## src/rtl/dw_pkg.sv

```systemverilog
package dw_pkg;
    typedef enum logic [2:0] {
        ST_IDLE,
        ST_LEAD,
        ST_CLK_HI,
        ST_CLK_LO,
        ST_TAIL,
        ST_GAP
    } dw_state_t;

    typedef struct packed {
        logic [31:0] data;
        logic        single;
    } dw_word_t;
endpackage

```

## src/rtl/dw_decode.sv

```systemverilog
module dw_decode #(
    parameter int AW       = 16,
    parameter int NUM_CS   = 8,
    parameter int WIN_LSB  = 12,
    parameter int CFG_OFF  = 32'h20,
    parameter logic [NUM_CS-1:0] WIN_MASK = '1,
    localparam int CS_W    = $clog2(NUM_CS)
) (
    input  logic            clk,
    input  logic            rst_n,
    input  logic            bus_valid,
    input  logic [AW-1:0]   bus_addr,
    input  logic [31:0]     bus_wdata,
    input  logic            buf_full,
    output logic            bus_ready,
    output logic            push,
    output logic [CS_W-1:0] push_cs,
    output logic            cfg_release
);
    logic is_win;
    logic has_win;
    logic cfg_hit;

    assign is_win    = bus_addr[AW-1];
    assign push_cs   = bus_addr[WIN_LSB +: CS_W];
    assign has_win   = WIN_MASK[push_cs];
    assign cfg_hit   = !is_win && (bus_addr[AW-2:0] == (AW-1)'(CFG_OFF));
    assign bus_ready = !(is_win && has_win && buf_full);
    assign push      = bus_valid && is_win && has_win && !buf_full;

    always_ff @(posedge clk or negedge rst_n) begin
        if (!rst_n)
            cfg_release <= 1'b0;
        else if (bus_valid && cfg_hit)
            cfg_release <= |bus_wdata;
    end


    other_reg_chk: assert property (@(posedge clk) disable iff (!rst_n)
        (bus_valid && !is_win && !cfg_hit) |=> $stable(cfg_release));
endmodule

```

## src/rtl/dw_hold.sv

```systemverilog
module dw_hold
    import dw_pkg::*;
#(
    parameter int NUM_CS = 8,
    localparam int CS_W  = $clog2(NUM_CS)
) (
    input  logic            clk,
    input  logic            rst_n,
    input  logic            push,
    input  logic [CS_W-1:0] push_cs,
    input  dw_word_t        push_word,
    input  logic            pop,
    output logic            full,
    output logic [CS_W-1:0] ent_cs,
    output dw_word_t        ent
);
    always_ff @(posedge clk or negedge rst_n) begin
        if (!rst_n) begin
            full   <= 1'b0;
            ent_cs <= '0;
            ent    <= '0;
        end else if (push) begin
            full   <= 1'b1;
            ent_cs <= push_cs;
            ent    <= push_word;
        end else if (pop) begin
            full   <= 1'b0;
        end
    end


    no_loss_chk: assert property (@(posedge clk) disable iff (!rst_n)
        (full && !pop) |=> (full && $stable(ent) && $stable(ent_cs)));
endmodule

```

## src/rtl/dw_engine.sv

```systemverilog
module dw_engine
    import dw_pkg::*;
#(
    parameter int NUM_CS  = 8,
    parameter int CLK_DIV = 2,
    localparam int CS_W   = $clog2(NUM_CS),
    localparam int TW     = $clog2(CLK_DIV + 1)
) (
    input  logic            clk,
    input  logic            rst_n,
    input  logic            ent_valid,
    input  logic [CS_W-1:0] ent_cs,
    input  dw_word_t        ent,
    input  logic            cfg_release,
    output logic            pop,
    output logic            sclk,
    output logic            mosi,
    output logic            cs_on,
    output logic [CS_W-1:0] cur_cs
);
    dw_state_t   state, nxt;
    logic [TW-1:0] tmr;
    logic        half_done;
    logic [7:0]  shreg;
    logic [2:0]  bit_cnt;
    logic [23:0] word_q;
    logic [1:0]  bytes_left;
    logic        more;

    assign half_done = (tmr == TW'(CLK_DIV - 1));
    assign more      = (bit_cnt != 3'd0) || (bytes_left != 2'd0);
    assign mosi      = shreg[7];
    assign pop       = (state == ST_IDLE) && (nxt == ST_LEAD);

    always_ff @(posedge clk or negedge rst_n) begin
        if (!rst_n) state <= ST_IDLE;
        else        state <= nxt;
    end

    always_comb begin
        nxt = state;
        unique case (state)
            ST_IDLE: begin
                if (cs_on && (cfg_release || (ent_valid && ent_cs != cur_cs)))
                    nxt = ST_GAP;
                else if (ent_valid)
                    nxt = ST_LEAD;
            end
            ST_LEAD:   if (half_done) nxt = ST_CLK_HI;
            ST_CLK_HI: if (half_done) nxt = more ? ST_CLK_LO : ST_TAIL;
            ST_CLK_LO: if (half_done) nxt = ST_CLK_HI;
            ST_TAIL:   if (half_done) nxt = ST_IDLE;
            ST_GAP:    if (half_done) nxt = ST_IDLE;
            default:   nxt = ST_IDLE;
        endcase
    end

    always_ff @(posedge clk or negedge rst_n) begin
        if (!rst_n) begin
            tmr        <= '0;
            shreg      <= '0;
            bit_cnt    <= '0;
            word_q     <= '0;
            bytes_left <= '0;
            cs_on      <= 1'b0;
            cur_cs     <= '0;
            sclk       <= 1'b0;
        end else begin
            tmr <= (state == ST_IDLE || nxt != state) ? '0 : tmr + 1'b1;
            unique case (state)
                ST_IDLE: begin
                    if (nxt == ST_GAP) begin
                        cs_on <= 1'b0;
                    end else if (nxt == ST_LEAD) begin
                        cs_on      <= 1'b1;
                        cur_cs     <= ent_cs;
                        shreg      <= ent.data[7:0];
                        word_q     <= ent.data[31:8];
                        bytes_left <= ent.single ? 2'd0 : 2'd3;
                        bit_cnt    <= 3'd7;
                    end
                end
                ST_LEAD, ST_CLK_LO: if (half_done) sclk <= 1'b1;
                ST_CLK_HI: begin
                    if (half_done) begin
                        sclk <= 1'b0;
                        if (bit_cnt != 3'd0) begin
                            shreg   <= {shreg[6:0], 1'b0};
                            bit_cnt <= bit_cnt - 3'd1;
                        end else if (bytes_left != 2'd0) begin
                            shreg      <= word_q[7:0];
                            word_q     <= {8'h00, word_q[23:8]};
                            bytes_left <= bytes_left - 2'd1;
                            bit_cnt    <= 3'd7;
                        end
                    end
                end
                default: ;
            endcase
        end
    end


    mosi_hold_chk: assert property (@(posedge clk) disable iff (!rst_n)
        (sclk && $past(sclk)) |-> $stable(mosi));

    cs_gap_chk: assert property (@(posedge clk) disable iff (!rst_n)
        $fell(cs_on) |=> !cs_on);

    cs_switch_chk: assert property (@(posedge clk) disable iff (!rst_n)
        (cs_on && $past(cs_on)) |-> $stable(cur_cs));
endmodule

```

## src/rtl/spi_dwin_top.sv

```systemverilog
module spi_dwin_top
    import dw_pkg::*;
#(
    parameter int AW      = 16,
    parameter int NUM_CS  = 8,
    parameter int WIN_LSB = 12,
    parameter int CFG_OFF = 32'h20,
    parameter int CLK_DIV = 2,
    parameter logic [NUM_CS-1:0] WIN_MASK = 8'h7F,
    localparam int CS_W   = $clog2(NUM_CS)
) (
    input  logic              clk,
    input  logic              rst_n,
    input  logic              bus_valid,
    output logic              bus_ready,
    input  logic [AW-1:0]     bus_addr,
    input  logic [31:0]       bus_wdata,
    input  logic              bus_byte,
    output logic              spi_sclk,
    output logic              spi_mosi,
    output logic [NUM_CS-1:0] spi_cs_n
);
    logic            push, pop, full, cfg_release, cs_on;
    logic [CS_W-1:0] push_cs, ent_cs, cur_cs;
    dw_word_t        push_word, ent;

    assign push_word = '{data: bus_wdata, single: bus_byte};

    dw_decode #(.AW(AW), .NUM_CS(NUM_CS), .WIN_LSB(WIN_LSB),
                .CFG_OFF(CFG_OFF), .WIN_MASK(WIN_MASK)) u_decode (
        .clk(clk), .rst_n(rst_n), .bus_valid(bus_valid), .bus_addr(bus_addr),
        .bus_wdata(bus_wdata), .buf_full(full), .bus_ready(bus_ready),
        .push(push), .push_cs(push_cs), .cfg_release(cfg_release));

    dw_hold #(.NUM_CS(NUM_CS)) u_hold (
        .clk(clk), .rst_n(rst_n), .push(push), .push_cs(push_cs),
        .push_word(push_word), .pop(pop), .full(full), .ent_cs(ent_cs),
        .ent(ent));

    dw_engine #(.NUM_CS(NUM_CS), .CLK_DIV(CLK_DIV)) u_engine (
        .clk(clk), .rst_n(rst_n), .ent_valid(full), .ent_cs(ent_cs),
        .ent(ent), .cfg_release(cfg_release), .pop(pop), .sclk(spi_sclk),
        .mosi(spi_mosi), .cs_on(cs_on), .cur_cs(cur_cs));

    for (genvar i = 0; i < NUM_CS; i++) begin : g_cs
        assign spi_cs_n[i] = !(cs_on && cur_cs == CS_W'(i));
    end


    cs_onehot_chk: assert property (@(posedge clk) disable iff (!rst_n)
        $onehot0(~spi_cs_n));

    sclk_idle_chk: assert property (@(posedge clk) disable iff (!rst_n)
        spi_sclk |-> !(&spi_cs_n));
endmodule

```

## config.mk

```make
export PLATFORM = sky130hd
export DESIGN_NAME = spi_dwin_top
export DESIGN_NICKNAME = d
export VERILOG_FILES = /design/src/rtl/dw_pkg.sv /design/src/rtl/dw_decode.sv /design/src/rtl/dw_hold.sv /design/src/rtl/dw_engine.sv /design/src/rtl/spi_dwin_top.sv
export SDC_FILE = /design/constraint.sdc
export NUM_CORES = 1
export LEC_CHECK = 0
export BUFFER_PORTS_ARGS = -buffer_cell sky130_fd_sc_hd__buf_2
export CORE_ASPECT_RATIO = 1.4
export CORE_MARGIN = 5
export CORE_UTILIZATION = 60
export CTS_CLUSTER_SIZE = 12
export DETAILED_ROUTE_END_ITERATION = 8
export GPL_TIMING_DRIVEN = 1
export PLACE_DENSITY = 0.84
export SLEW_MARGIN = 10
export SYNTH_ARGS = -nofsm -noshare
export SYNTH_HDL_FRONTEND = slang
export SYNTH_SLANG_ARGS = --single-unit
```

## constraint.sdc

```tcl
create_clock -name clk -period 5.13 [get_ports clk]
set_input_delay 0.2565 -clock clk [delete_from_list [all_inputs] [get_ports clk]]
set_output_delay 0.2565 -clock clk [all_outputs]
set_load 0.005 [all_outputs]
```

Yosys cells after proc, flatten, opt, wreduce, memory -nomap -nowiden
Memories as Yosys holds them, arrays and structs flattened.
Cells that the tools add are included.
Cells by class
  equality and inequality tests: 25
  order comparisons: 1
  muxes and demuxes: 41
  $add $sub $neg: 3
  bitwise gates (word level): 1
  reductions and logical operators: 48
Operators by type and width (count)
  24-bit two-way mux: 5
  24-bit one-hot mux with 2 select lines: 1
  8-bit two-way mux: 5
  3-bit two-way mux: 11
  32-bit OR reduction: 1
  3-bit == test (second input constant): 7
  1-bit logical AND: 18
  8-bit one-hot mux with 2 select lines: 1
  15-bit by 6-bit == test with 1-bit output (second input constant): 1
  2-bit two-way mux: 7
  3-bit by 2-bit == test with 1-bit output (second input constant): 4
  3-bit one-hot mux with 4 select lines: 1
  1-bit zero test: 11
  2-bit nonzero test: 5
  3-bit by 1-bit == test with 1-bit output (second input constant): 3
  1-bit two-way mux: 7
  3-bit zero test: 2
  2-bit by 1-bit inequality test with 1-bit output (second input constant): 3
  2-bit inequality test (second input constant): 3
  3-bit inequality test: 2
  3-bit one-hot mux with 2 select lines: 1
  3-bit AND reduction: 2
  6-bit AND reduction: 1
  5-bit AND reduction: 1
  other kinds (13): 16
Storage, ports and cells
  ROM bits: 8
  logic and storage cells: 134
  bits in registers: 85
  output and inout bits: 11
  memories kept: 1
  bits of input ports: 52
Memory list
  (no name shown): depth 8, width 1, read ports 1, clocked after Yosys merged registers in 0, write ports 0, RTL line dw_decode.sv:26  | assign has_win = WIN_MASK[push_cs];

Depth between registers and ports, before layout
Gate-level depths: netlist (run 1).
  depth after elaboration: 10
  mapped depth: 9
  depth with buffers taken out: 7

By module
A second synthesis (run 1) with hierarchy kept.
Second synthesis, totals
  cells, all modules: 337
  area, all modules: 4184.0 um2
Modules (own cells, without submodules)
  dw_engine: area an instance 2378.5 um2, cells an instance 223, times used 1
  dw_hold: area an instance 1522.7 um2, cells an instance 79, times used 1
  dw_decode: area an instance 206.4 um2, cells an instance 27, times used 1
  spi_dwin_top: area an instance 76.3 um2, cells an instance 8, times used 1

Least setup slack after synthesis (run 1)
OpenSTA, ideal clock, no wires.
  kind: reg2reg
  start point: register u_engine.bit_cnt[0]
  end point: register u_engine.word_q[0]
  path buffers: 2
  data required time: 5.005 ns
  path slack: 3.025 ns
  data arrival time: 1.980 ns
  cell stages (with the launch flop): 10
  cells stage by stage: dfrtp_1 -> inv_1 -> ha_1 -> nor2b_1 -> buf_4 -> nor3b_2 -> o21ai_2 -> nor2_4 -> buf_6 -> mux2_4
Between the ends
  cells in the longest elaborated chain, start to end: 8
Ends and longest elaborated chain
  start, declared: RTL line dw_engine.sv:25  | logic [2:0] bit_cnt;
  start signal, assigned: RTL line dw_engine.sv:89  | bit_cnt <= bit_cnt - 3'd1;
  3-bit nonzero test *: RTL line dw_engine.sv:31, dw_engine.sv:87
  1-bit logical OR: RTL line dw_engine.sv:31  | assign more = (bit_cnt != 3'd0) || (bytes_left != 2'd0);
  3-bit two-way mux (2 in a row): RTL line dw_engine.sv:50  | ST_CLK_HI: if (half_done) nxt = more ? ST_CLK_LO : ST_TAIL;
  3-bit one-hot mux with 4 select lines: RTL line dw_engine.sv:42  | unique case (state)
  3-bit == test / 3-bit by 1-bit == test with 1-bit output (equally long branches): RTL line dw_engine.sv:72, dw_engine.sv:74
  2-bit inequality test (no source line)
  6-bit AND reduction (no source line) *
  end signal, assigned: RTL line dw_engine.sv:78  | word_q <= ent.data[31:8];
  end signal, assigned: RTL line dw_engine.sv:92  | word_q <= {8'h00, word_q[23:8]};
  end, declared: RTL line dw_engine.sv:26  | logic [23:0] word_q;
Every way passes the cells marked *; elsewhere a longest branch is shown, timed or not.
A chain may end at the register's enable or synchronous reset.

Worst setup path in the final report (run 1)
  start point: register u_engine.bit_cnt[0]
  end point: register u_engine.word_q[12]
The elaborated chain is that of the path after synthesis.

==> impl_metrics.toml, run 1 <==
[routing]
route.antenna.remaining_nets = 0
first_pass_iters = 4
drc = 0
routed_wl_mm = 7.81
vias_per_cell = 5.61
routedWlPerCell_um = 15.8
first_iter_violations = 124
dr_total_vias = 2768

[setup_path]
cp_max_fo = 18
cp.required_ns = 5.37
path_class = "reg -> reg"
r2r-start = "u_engine.bit_cnt[0]"
startpoint_type = "register"
crit_start = "u_engine.bit_cnt[0]"
arrival_ns = 3.38
end_kind = "register"

[floorplan]
io_pins = 63
row_count = 35
initial_utilization_pct = 61.7
die_h_um = 108
core_um2 = 6610
dieArea_um2 = 8570
fp.dieW_um = 79.7

[logic_synthesis]
async_reset_ff_share_pct = 100
syn-num-nets = 395
yosys_warnings = 0
synth_top_cell_area_share_pct = 52.1
synth_flop_cell = "dfrtp_1"
synth-seq-cells = 85
ys_top_cells_by_area = "dfrtp_1 (52%), mux2_2 (17%), mux2_4 (2.9%)"
yosys.area.top_type = "dfrtp_1"
ys_types = 44
avgSynthCellArea_um2 = 12.0
netlist_area_um2 = 4080
syn-instance-count = 339
yosysSeqAreaShare_pct = 52.1
synth_edf_count = 0

[global_route]
overflow = 0
antenna_found_initial = 0
grt_max_degree = 86
first_global_vias = 2826
grt_use_total_pct = 20.1
grt_pass1_wl_mm = 13.3

[final_layout]
drive_gt1_share_pct = 39.9
antennaDiodeCount = 0
layout-area-overhead-vs-synth_pct = 13.1
nNetsFinal = 452

[clocking]
cts_tree = "built"
cts_setup_buffers = 0
clockBufferDepth = 2
postCtsHoldBufs = 0
post_cts_resized = 0
path_clk_slew_ns = 0.09
htreeDepth = 3
clkSinkCount = 85
cts_made_buffers = 9
cts_root_buf = "clkbuf_8"
clock_latency_ns = 0.36

[placement]
port_buffers = 62
dpl.hpwl_mm = 5.59
gp_congestion = 0.753

[sta]
worst_slew_pin_slew_ns = 1.11
slew_viol_final = 0
hold_viol_final = 0
rsz0062_at_grt = "false"
fin_crit_sh_pct = 61.1
hold_ws_ns = 0.0642
max_freq_ghz = 0.319
relSlewSlack_pct = 26.1
setup_viol = 0
min_period_ns = 3.14
fin_setup_tns_ns = 0
finClkSkew_ns = 0.0109

[power]
vdd_ir_drop_max_uv = 352
powerDensity_nw_per_um2 = 576
p_leak_nw = 2.02

[run_status]
status = "completed"

[run]
maxCapViolations = 0

[worst_hold_path]
hp-class = "in -> async"
[cell type report]
type | count | area, um2
tap | 92 | 115
multi-input combinational | 231 | 1830
inverter | 6 | 22.5
clock buffer | 10 | 128
fill | 466 | 2000
clock inverter | 6 | 71.3
sequential | 85 | 2130
timing repair buffer | 63 | 320
[synth_stat cells, types with 5 or more instances]
library cell	instances
a21oi_1	14
buf_2	8
clkbuf_1	5
dfrtp_1	85
inv_1	6
mux2_2	63
mux2_4	8
mux2i_1	7
nand2_1	24
nand3_1	8
nor2_1	22
nor4_1	11
o21ai_0	20
o31ai_1	8
[placed cells by master (no fill, tap or decap), drive strengths merged, types with 3 or more instances in the layout]
| master | count |
|---|---|
| a21oi | 14 |
| buf | 63 |
| clkbuf | 10 |
| dfrtp | 85 |
| ha | 4 |
| inv | 8 |
| mux2 | 71 |
| mux2i | 7 |
| nand2 | 25 |
| nand2b | 3 |
| nand3 | 9 |
| nand4 | 4 |
| nor2 | 23 |
| nor2b | 4 |
| nor4 | 13 |
| o21ai | 21 |
| o31ai | 8 |
| xor2 | 3 |
[worst max-delay path: stages, from the launching register on]
cell     delay, ns
dfrtp_1       0.37
inv_1         0.12
ha_1          0.20
nor2b_1       0.79
nor3b_2       0.36
o21ai_2       0.25
nor2_4        0.52
mux2_2        0.40
[metrics by stage]
step | power [mW] | setup slack (ns) | area (um2) | util, % | std cells
5_1_grt | 2.85 | 1.74 | 4610 | 69.8 | 493
3_5_place_dp | 2.20 | 2.01 | 4420 | 66.8 | 477
4_1_cts | 2.68 | 2.00 | 4610 | 69.8 | 493
2_1_floorplan | 1.95 | 3.02 | 4080 | - | 339
6_report | 2.66 | 1.99 | 4610 | 69.8 | 493
3_3_place_gp | 2.13 | 2.12 | 4420 | 66.8 | 477
[registers in the layout, indices dropped and copies added (netlist names)]
signal and flops:
u_engine.bit_cnt 3, u_hold.ent 33, u_engine.bytes_left 2, u_engine.cur_cs 3, u_engine.state 3, u_engine.tmr 2, u_hold.full 1, u_engine.cs_on 1
u_engine.sclk 1, u_hold.ent_cs 3, u_engine.shreg 8, u_engine.word_q 24, u_decode.cfg_release 1
[layer usage]
| layer | global-route usage [%] | share of wire, % | vias up |
|---|---|---|---|
| li1 | - | - | 1344 |
| met1 | 26.0 | 43 | 1346 |
| met2 | 32.6 | 50 | 63 |
| met3 | 3.94 | 4.2 | 15 |
| met4 | 8.97 | 2.2 | 0 |
| met5 | 0 | 0 | - |
[cells by family after synthesis]
logic type,count (synthesis),synth area share (%)
AND/OR/NAND/NOR,91,12.5
multiplexers,78,22.0
AO/OA/AOI/OAI,55,8.46
flip-flops,85,52.1
buffers and inverters,23,3.01
adder cells (fa/ha/maj),4,1.23
XOR/XNOR,3,0.644
[power breakdown]
part / switching (mW) / internal [mW] / leakage (nW)
clock: 0.245 / 0.229 / 0.0935
combinational: 0.462 / 0.512 / 0.888
sequential: 0.218 / 0.993 / 1.03
[final timing paths]
check	end	cells past startpoint	slack [ns]
setup / recovery	u_engine.word_q[12]	7	1.99
hold / removal	u_engine.bit_cnt[2]	1	0.06
setup reg to reg	u_engine.word_q[12]	7	1.99
hold reg to reg	u_engine.tmr[0]	1	0.44
max in group asynchronous	u_engine.word_q[11]	1	4.41
min in group clk	u_hold.ent[6]	2	0.14
(Power assumes the default switching activity.)
==> inputs of run 2 (changes only) <==
- CORE_UTILIZATION: 60 -> 57
- PLACE_DENSITY: 0.84 -> 0.8
- clock period: 5.13 -> 3.23 ns (I/O delays scaled with it)
==> run 2 against run 1 <==
The run now ends with hold timing left. First-iteration DRC count increased by 11%. Die area is 4.7% higher. Register-to-register slack lost 1.2 ns. Global-route usage down 0.91 points. Utilization down 3.7 points. Hold slack worse by 0.12 ns. Combinational power rose by 59%. Via count rose by 1.4%. Sequential power is 59% higher. Total power increased by 56%. Sequential cell count unchanged. Fmax up 29%. Critical endpoint unchanged.
==> impl_metrics.toml, run 2 (synthesized netlist as in run 1, its figures left out) <==
[final_layout]
fin_cells = 499
layout.cells.most_common = "dfrtp_1"
nNetsFinal = 455
largest-register = "u_hold.ent"
reg.largest.list = "u_hold.ent: 33 flops, u_engine.word_q: 24 flops, u_engine.shreg: 8 flops"
antennaDiodeCount = 0
mostFrequentLayoutCells = "dfrtp_1 (85), mux2_2 (63), buf_2 (61)"
drive_gt1_share_pct = 40.3
largest_reg_flops = 33
layout-area-overhead-vs-synth_pct = 13.2

[routing]
dr_total_vias = 2808
first_iter_violations = 138
vias_per_cell = 5.63
first_pass_iters = 4
drc = 0
route.antenna.remaining_nets = 0
routed_wl_mm = 7.74
routedWlPerCell_um = 15.5

[sta]
worst_slew_pin_slew_ns = 1.07
setup_viol = 0
fin_crit_sh_pct = 75.1
hold_viol_final = 17
min_period_ns = 2.43
fin_setup_tns_ns = 0
finClkSkew_ns = 0.0137
max_freq_ghz = 0.412
slew_viol_final = 0
hold_ws_ns = -0.0582
relSlewSlack_pct = 28.9
rsz0062_at_grt = "false"

[clocking]
clock_latency_ns = 0.37
cts_tree = "built"
htreeDepth = 3
cts_made_buffers = 9
path_clk_slew_ns = 0.08
clockBufferDepth = 2
post_cts_resized = 0
clkSinkCount = 85
cts_setup_buffers = 0
postCtsHoldBufs = 0
cts_root_buf = "clkbuf_8"

[global_route]
first_global_vias = 2797
overflow = 0
grt_max_degree = 86
antenna_found_initial = 0
grt_use_total_pct = 19.2
grt_pass1_wl_mm = 13.1

[placement]
dpl.hpwl_mm = 5.51
gp_congestion = 0.776
dp.cells = 483
port_buffers = 62

[floorplan]
io_pins = 63
initial_utilization_pct = 58.4
dieArea_um2 = 8970
core_um2 = 6980
die_h_um = 110
fp.dieW_um = 81.5
row_count = 36

[setup_path]
arrival_ns = 2.68
startpoint_type = "register"
timing.critical_path.buf_inv = 0
cp_slowest_cell = "nor2_4"
path_class = "reg -> reg"
cp_max_fo = 18
crit_family = "simple AND/OR/NAND/NOR gates"
cp.required_ns = 3.48
worstPathCellList = "ha_1 > nand2b_1 > a211oi_1 > o21ai_2 > nor2_4 > mux2_2"
end_kind = "register"
cp_slowest_stage_delay_ns = 0.53

[power]
powerDensity_nw_per_um2 = 898
vdd_ir_drop_max_uv = 557
p_leak_nw = 2.02

[run_status]
violations = "hold timing"
status = "finished with violations"

[run]
maxCapViolations = 0

[worst_hold_path]
hp-class = "in -> async"
run 2: changes by cell type in the layout (fill, tap and decap cells not counted), sizes merged:
| cell | change |
|---|---|
| buf | +3 |
| bufinv | -1 |
| clkinv | +3 |
| clkinvlp | -1 |
| inv | -1 |
run 2: metrics by stage:
stage / instance area (um2) / power [mW] / util [%] / setup WS [ns]
floorplan: 4080 / 3.10 / - / 1.12
global placement: 4440 / 3.40 / 63.6 / 0.845
detailed placement: 4440 / 3.49 / 63.6 / 0.790
CTS: 4620 / 4.18 / 66.1 / 0.795
global route: 4620 / 4.46 / 66.1 / 0.626
finish: 4620 / 4.15 / 66.1 / 0.805
run 2: power breakdown:
group          total, mW  leakage, nW  internal, mW  switching (mW)
Clock              0.680       0.0868         0.285           0.395
Sequential          1.92         1.03          1.58           0.341
Combinational       1.55        0.903         0.823           0.725
Total               4.15         2.02          2.68            1.46
run 2: path summary, 6_finish.rpt:
check	startpoint	to	slack, ns	cells past startpoint
worst min-delay path	rst_n	u_hold.ent_cs[0]	-0.06	1
worst min register to register	u_engine.tmr[0]	u_engine.tmr[0]	0.44	1
worst max register to register	u_engine.tmr[0]	u_engine.word_q[12]	0.80	6
worst max-delay path	u_engine.tmr[0]	u_engine.word_q[12]	0.80	6
max in group asynchronous	rst_n	u_engine.shreg[2]	2.56	1
min in group clk	bus_byte	u_hold.ent[0]	0.03	2
run 2: routing by layer:
metal / track usage [%] / vias up / routed length (um)
met2: 31.2 / 59 / 3930
met3: 4.39 / 12 / 359
met4: 7.73 / 0 / 149
met1: 24.8 / 1382 / 3300
met5: 0 / - / 0
li1: - / 1355 / -
run 2: cell type report:
| cell class | count | area, um2 |
|---|---|---|
| clock buffers | 10 | 128 |
| clock inverters | 6 | 47.5 |
| flip-flops and latches | 85 | 2130 |
| repair buffers | 66 | 343 |
| fillers | 529 | 2360 |
| well taps | 95 | 119 |
| inverters | 6 | 22.5 |
| multi-input cells | 231 | 1830 |
run 2: worst register-to-register path, stage by stage, from the launching register on:
cell and delay [ns]:
dfrtp_1 0.39, ha_1 0.25, nand2b_1 0.16, a211oi_1 0.30, o21ai_2 0.27, nor2_4 0.53, mux2_2 0.41
